File: config.mk
export PLATFORM = sky130hd
export DESIGN_NAME = cart_bank_ctrl
export DESIGN_NICKNAME = d
export VERILOG_FILES = /design/src/rtl/cbc_pkg.sv /design/src/rtl/cbc_rst_sync.sv /design/src/rtl/cbc_decode.sv /design/src/rtl/cbc_regs.sv /design/src/rtl/cbc_xlate.sv /design/src/rtl/cart_bank_ctrl.sv
export SDC_FILE = /design/constraint.sdc
export NUM_CORES = 1
export LEC_CHECK = 0
export ABC_AREA = 1
export BUFFER_PORTS_ARGS = -buffer_cell sky130_fd_sc_hd__buf_2
export CORE_MARGIN = 2
export CORE_UTILIZATION = 35
export CTS_CLUSTER_SIZE = 40
export DETAILED_ROUTE_END_ITERATION = 7
export HOLD_SLACK_MARGIN = 0.06
export PLACE_DENSITY_LB_ADDON = 0.3
export SLEW_MARGIN = 20
export SYNTH_ARGS = -nofsm -noshare
export SYNTH_HDL_FRONTEND = slang
export SYNTH_HIERARCHICAL = 1
export SYNTH_SLANG_ARGS = --single-unit
File: constraint.sdc
create_clock -name clk -period 1.8 [get_ports clk]
set_input_delay 0.54 -clock clk [delete_from_list [all_inputs] [get_ports clk]]
set_output_delay 0.54 -clock clk [all_outputs]
set_load 0.01 [all_outputs]
File: src/rtl/cbc_pkg.sv
package cbc_pkg;

  localparam int CPU_AW    = 16;
  localparam int DW        = 8;
  localparam int ROM_OFS_W = 14;
  localparam int RAM_OFS_W = 13;

  typedef enum logic [1:0] {
    WIN_FIXED  = 2'd0,
    WIN_SWITCH = 2'd1,
    WIN_XRAM   = 2'd2,
    WIN_NONE   = 2'd3
  } win_e;

  function automatic win_e win_of(input logic [2:0] top3);
    win_e w;
    case (top3)
      3'b000, 3'b001: w = WIN_FIXED;
      3'b010, 3'b011: w = WIN_SWITCH;
      3'b101:         w = WIN_XRAM;
      default:        w = WIN_NONE;
    endcase
    return w;
  endfunction

endpackage

File: src/rtl/cbc_rst_sync.sv
module cbc_rst_sync (
  input  logic clk,
  input  logic rst_n,
  output logic rst_n_sync
);

  logic [1:0] sync_q;

  always_ff @(posedge clk or negedge rst_n) begin
    if (!rst_n) sync_q <= 2'b00;
    else        sync_q <= {sync_q[0], 1'b1};
  end

  assign rst_n_sync = sync_q[1];

endmodule

File: src/rtl/cbc_decode.sv
module cbc_decode
  import cbc_pkg::*;
(
  input  logic [2:0] addr_top,
  input  logic       cpu_wr,
  output win_e       win,
  output logic       key_we,
  output logic       rom_sel_we,
  output logic       ram_sel_we
);

  always_comb begin
    win        = win_of(addr_top);
    key_we     = 1'b0;
    rom_sel_we = 1'b0;
    ram_sel_we = 1'b0;
    if (cpu_wr) begin
      case (addr_top)
        3'b000:  key_we     = 1'b1;
        3'b001:  rom_sel_we = 1'b1;
        3'b010:  ram_sel_we = 1'b1;
        default: ;
      endcase
    end
  end

endmodule

File: src/rtl/cbc_regs.sv
module cbc_regs
  import cbc_pkg::*;
#(
  parameter int          ROM_BANK_W = 5,
  parameter int          RAM_BANK_W = 2,
  parameter logic [7:0]  UNLOCK_KEY = 8'h0A
) (
  input  logic                  clk,
  input  logic                  rst_n,
  input  logic                  key_we,
  input  logic                  rom_sel_we,
  input  logic                  ram_sel_we,
  input  logic [DW-1:0]         wdata,
  output logic [ROM_BANK_W-1:0] rom_bank,
  output logic [RAM_BANK_W-1:0] ram_bank,
  output logic                  ram_en
);

  localparam logic [ROM_BANK_W-1:0] ROM_RST = ROM_BANK_W'(1);

  logic [ROM_BANK_W-1:0] rom_d, rom_q;
  logic [RAM_BANK_W-1:0] ram_d, ram_q;
  logic                  en_d, en_q;

  always_comb begin
    rom_d = wdata[ROM_BANK_W-1:0];
    ram_d = wdata[RAM_BANK_W-1:0];
    en_d  = (wdata == UNLOCK_KEY);
  end

  always_ff @(posedge clk or negedge rst_n) begin
    if (!rst_n) begin
      rom_q <= ROM_RST;
      ram_q <= '0;
      en_q  <= 1'b0;
    end else begin
      if (rom_sel_we) rom_q <= rom_d;
      if (ram_sel_we) ram_q <= ram_d;
      if (key_we)     en_q  <= en_d;
    end
  end

  assign rom_bank = rom_q;
  assign ram_bank = ram_q;
  assign ram_en   = en_q;

endmodule

File: src/rtl/cbc_xlate.sv
module cbc_xlate
  import cbc_pkg::*;
#(
  parameter int ROM_BANK_W = 5,
  parameter int RAM_BANK_W = 2,
  parameter bit REMAP_ZERO = 1'b1
) (
  input  win_e                            win,
  input  logic [ROM_OFS_W-1:0]            ofs,
  input  logic                            cpu_rd,
  input  logic                            cpu_wr,
  input  logic [ROM_BANK_W-1:0]           rom_bank,
  input  logic [RAM_BANK_W-1:0]           ram_bank,
  input  logic                            ram_en,
  input  logic [DW-1:0]                   rom_rdata,
  input  logic [DW-1:0]                   ram_rdata,
  output logic [ROM_BANK_W+ROM_OFS_W-1:0] rom_addr,
  output logic                            rom_cs,
  output logic [RAM_BANK_W+RAM_OFS_W-1:0] ram_addr,
  output logic                            ram_cs,
  output logic                            ram_we,
  output logic [DW-1:0]                   cpu_rdata
);

  logic [ROM_BANK_W-1:0] eff_bank;

  generate
    if (REMAP_ZERO) begin : g_remap
      always_comb eff_bank = (rom_bank == '0) ? ROM_BANK_W'(1) : rom_bank;
    end else begin : g_plain
      always_comb eff_bank = rom_bank;
    end
  endgenerate

  logic rom_win, ram_win;

  always_comb begin
    rom_win  = (win == WIN_FIXED) || (win == WIN_SWITCH);
    ram_win  = (win == WIN_XRAM);
    rom_addr = (win == WIN_SWITCH) ? {eff_bank, ofs} : {{ROM_BANK_W{1'b0}}, ofs};
    ram_addr = {ram_bank, ofs[RAM_OFS_W-1:0]};
    rom_cs   = rom_win && cpu_rd && !cpu_wr;
    ram_cs   = ram_win && ram_en && (cpu_rd || cpu_wr);
    ram_we   = ram_win && ram_en && cpu_wr;
    if (rom_win)                cpu_rdata = rom_rdata;
    else if (ram_win && ram_en) cpu_rdata = ram_rdata;
    else                        cpu_rdata = 8'hFF;
  end

endmodule

File: src/rtl/cart_bank_ctrl.sv
module cart_bank_ctrl
  import cbc_pkg::*;
#(
  parameter int         ROM_BANK_W = 5,
  parameter int         RAM_BANK_W = 2,
  parameter logic [7:0] UNLOCK_KEY = 8'h0A,
  localparam int        ROM_AW     = ROM_BANK_W + ROM_OFS_W,
  localparam int        RAM_AW     = RAM_BANK_W + RAM_OFS_W
) (
  input  logic              clk,
  input  logic              rst_n,
  input  logic [15:0]       cpu_addr,
  input  logic [7:0]        cpu_wdata,
  input  logic              cpu_wr,
  input  logic              cpu_rd,
  output logic [7:0]        cpu_rdata,
  input  logic [7:0]        rom_rdata,
  input  logic [7:0]        ram_rdata,
  output logic [ROM_AW-1:0] rom_addr,
  output logic              rom_cs,
  output logic [RAM_AW-1:0] ram_addr,
  output logic              ram_cs,
  output logic              ram_we
);

  logic                  rst_n_sync;
  win_e                  win;
  logic                  key_we, rom_sel_we, ram_sel_we;
  logic [ROM_BANK_W-1:0] rom_bank;
  logic [RAM_BANK_W-1:0] ram_bank;
  logic                  ram_en;

  cbc_rst_sync u_rst (
    .clk        (clk),
    .rst_n      (rst_n),
    .rst_n_sync (rst_n_sync)
  );

  cbc_decode u_dec (
    .addr_top   (cpu_addr[15:13]),
    .cpu_wr     (cpu_wr),
    .win        (win),
    .key_we     (key_we),
    .rom_sel_we (rom_sel_we),
    .ram_sel_we (ram_sel_we)
  );

  cbc_regs #(
    .ROM_BANK_W (ROM_BANK_W),
    .RAM_BANK_W (RAM_BANK_W),
    .UNLOCK_KEY (UNLOCK_KEY)
  ) u_regs (
    .clk        (clk),
    .rst_n      (rst_n_sync),
    .key_we     (key_we),
    .rom_sel_we (rom_sel_we),
    .ram_sel_we (ram_sel_we),
    .wdata      (cpu_wdata),
    .rom_bank   (rom_bank),
    .ram_bank   (ram_bank),
    .ram_en     (ram_en)
  );

  cbc_xlate #(
    .ROM_BANK_W (ROM_BANK_W),
    .RAM_BANK_W (RAM_BANK_W),
    .REMAP_ZERO (1'b1)
  ) u_xl (
    .win       (win),
    .ofs       (cpu_addr[ROM_OFS_W-1:0]),
    .cpu_rd    (cpu_rd),
    .cpu_wr    (cpu_wr),
    .rom_bank  (rom_bank),
    .ram_bank  (ram_bank),
    .ram_en    (ram_en),
    .rom_rdata (rom_rdata),
    .ram_rdata (ram_rdata),
    .rom_addr  (rom_addr),
    .rom_cs    (rom_cs),
    .ram_addr  (ram_addr),
    .ram_cs    (ram_cs),
    .ram_we    (ram_we),
    .cpu_rdata (cpu_rdata)
  );

endmodule

==> results.yml <==
route:
  wl_per_cell_um: 10.15
  topRoutingLayerUsed: "met4"
  vias: 822
  final_antenna_net_count: 0
  met1_length_um: 732
  drt_first_pass_iters: 4
  wl_met2_um: 1070
  dr_wl_met3_um: 157
  viasPerCell: 4.237
  drc_errors: 0
  wirelength_um: 1969
  drt_iter0_markers: 6
yosys:
  yosysWarnings: 6
  synth_largest_area_cell: "dfrtp_1"
  syn_inst: 129
  syn_avg_cell_area_um2: 6.925
  synth_top_area_share_pct: 25.21
  yosys_register_bits: 10
  synth_area_um2: 893.4
  synthDistinctLibCells: 20
  synth-seq-area-share_pct: 28.15
  synthesis.nets: 173
  synth_area_leaders: "dfrtp_1 25%, buf_4 24%, inv_1 10%"
die:
  die_y_um: 54.52
  core_area_um2: 2455
  dieArea_um2: 2972
  initial_core_util_pct: 36.39
  num_rows: 18
  dieWidth_um: 54.52
  io_pins: 89
sta:
  worst_slack_ps: -44.02
  rsz0062_at_grt: "true"
  skew_ps: 6.938
  slew_violations: 0
  finalSetupViolations: 9
  finalHoldViolations: 0
  timing.final.crit_share_pct: 102.4
  max_freq_mhz: 542.3
  period_needed_ps: 1844
  whs_ps: 119.6
final_layout:
  final_cell_mix: "47 x buf_2, 23 x inv_1, 16 x nor2_1, 11 x nand2_1, 11 x buf_4"
  n_fill_cell: 248
  areaGrowthSynthToFinish_pct: 29.27
  fin_cells: 194
  stdcell_area_um2: 1155
  n_antenna_cell: 0
  drive_above_1_share_pct: 56.10
  finish.utilization_pct: 47.04
  fin_nets: 209
  final_common_cell: "buf_2"
setup_path:
  cp-end-kind: "output port"
  slowest_delay_ps: 200
  crit_chain: "buf_8 > inv_6 > o21ai_4 > buf_6 > nor2_4 > a21oi_1 > buf_2"
  crit_arrival_ps: 1300
  path_class: "in2out"
  required_ps: 1260
  crit_fanout: 8
  ff2ff_path_depth: 1
  crit_path_top_delay_cell: "nor2_4"
  start_kind: "primary input"
cts:
  root_buffer: "clkbuf_4"
  cts_made_buffers: 3
  clk_path_buf_depth: 2
  cts_tree: "built"
  htreeDepth: 1
  cts.sinks: 10
  insertion_delay_ps: 260
  path_clk_slew_ps: 60
power:
  pwr-share-clk_pct: 22.8
  p_switching_mw: 0.2047
  ir_worst_vdd_v: 0.0004618
  sw_frac_of_total_pct: 30.34
  pwr_density_cell_nw_per_um2: 584.2
  p_leak_nw: 0.6607
  pwr-share-comb_pct: 33.7
  seqPwrFrac_pct: 43.4
  cell_internal_pwr_mw: 0.4700
grt:
  grt_pass1_wl_um: 2787
  grt_use_total_pct: 13.07
  grt_max_degree: 9
  grt-ovfl-total: 0
  grt_antenna_before_repair: 0
  first_global_vias: 735
place:
  portBuffers: 49
  postPlaceCellArea_um2: 969.7
  gp_congestion: 0.7156
  dpl.hpwl_um: 1537
  dp.cells: 181
  place_worst_setup_slack_ps: -87.70
run_status:
  status: "finished with violations"
  violations: "setup timing"
worst_hold_path:
  hold_path_class: "reg2async"
job:
  drv_cap: 0
==> through the flow <==
step	setup TNS [ps]	total power, mW
floorplan	0	0.4736
global placement	-628.2	0.4829
detailed placement	-765.9	0.4880
CTS	-30.00	0.6743
global route	-738.1	0.7301
finish	-252.3	0.6747
==> sequential cells by signal, summed over array words and instances (netlist names) <==
signal,count
u_regs/rom_bank,5
u_regs/ram_bank,2
u_rst/sync_q,2
u_regs/ram_en,1
==> cell type report <==
| cell class | instances | area (µm²) | share of cell area (%) |
|---|---|---|---|
| Tap cell | 30 | 37.54 | 3.250 |
| Timing Repair Buffer | 63 | 380.4 | 32.94 |
| Inverter | 26 | 107.6 | 9.317 |
| Clock buffer | 4 | 26.28 | 2.275 |
| Multi-Input combinational cell | 61 | 351.6 | 30.44 |
| Sequential cell | 10 | 251.5 | 21.78 |
==> cells by family (layout without fill, tap and decap cells) <==
family	after synthesis	in the layout	share of synthesized area, %
muxes	3	3	4.622
DFF	10	10	28.15
AOI/OAI and AO/OA	15	15	9.244
and+or+nand+nor	42	42	19.05
buffers and inverters	58	93	38.52
other	1	1	0.4198
==> path summary, 6_finish.rpt <==
check | from | to | slack (ps)
setup / recovery | cpu_addr[15] | cpu_rdata[4] | -40
hold / removal | u_rst/sync_q[1]$_DFF_PN0_ | u_regs/rom_bank[3]$_DFFE_PN0P_ | 120
setup reg to reg | u_regs/rom_bank[1]$_DFFE_PN0P_ | u_regs/rom_bank[1]$_DFFE_PN0P_ | 1020
hold reg to reg | u_rst/sync_q[1]$_DFF_PN0_ | u_regs/rom_bank[3]$_DFFE_PN0P_ | 120
max in group asynchronous | rst_n | u_rst/sync_q[0]$_DFF_PN0_ | 1110
min in group clk | u_rst/sync_q[0]$_DFF_PN0_ | u_rst/sync_q[1]$_DFF_PN0_ | 350
==> repair_timing <==
item	4_1_cts	5_1_grt
endpoints found under the setup margin	11	19
endpoints found under the hold margin	2	0
buffers inserted	8	0
pin swaps	6	1
hold buffers	1	0
resized for setup	13	14
==> critical path, delay by kind of cell <==
family | cells | cell delay, ps
AND/OR/NAND/NOR | 1 | 200
AO/OA/AOI/OAI | 2 | 160
buffers and inverters | 4 | 410
==> routing by layer <==
metal / vias up / GRT usage (%)
met1: 363 / 12.31
met3: 2 / 2.459
li1: 420 / -
met2: 37 / 26.10
met4: 0 / 6.667
met5: - / 0
==> power groups by stage <==
stage	logic (mW)	clock network, mW	registers, mW
2_1_floorplan	0.186	0	0.287
5_1_grt	0.253	0.178	0.300
3_3_place_gp	0.188	0	0.295
4_1_cts	0.217	0.166	0.292
6_report	0.228	0.154	0.293
3_5_place_dp	0.192	0	0.296
==> synth_stat cells <==
library cell / count
buf_4: 29
inv_1: 24
nor2_1: 24
nand2_1: 14
a21oi_1: 12
dfrtp_1: 9
a21oi_2: 2
buf_6: 2
mux2_4: 2
clkbuf_1: 1
conb_1: 1
dfstp_2: 1
inv_2: 1
inv_4: 1
mux2_2: 1
nand3_1: 1
nor2_2: 1
nor2_4: 1
nor3_1: 1
o21ai_1: 1
No activity file was read; power rests on OpenSTA's default activity.
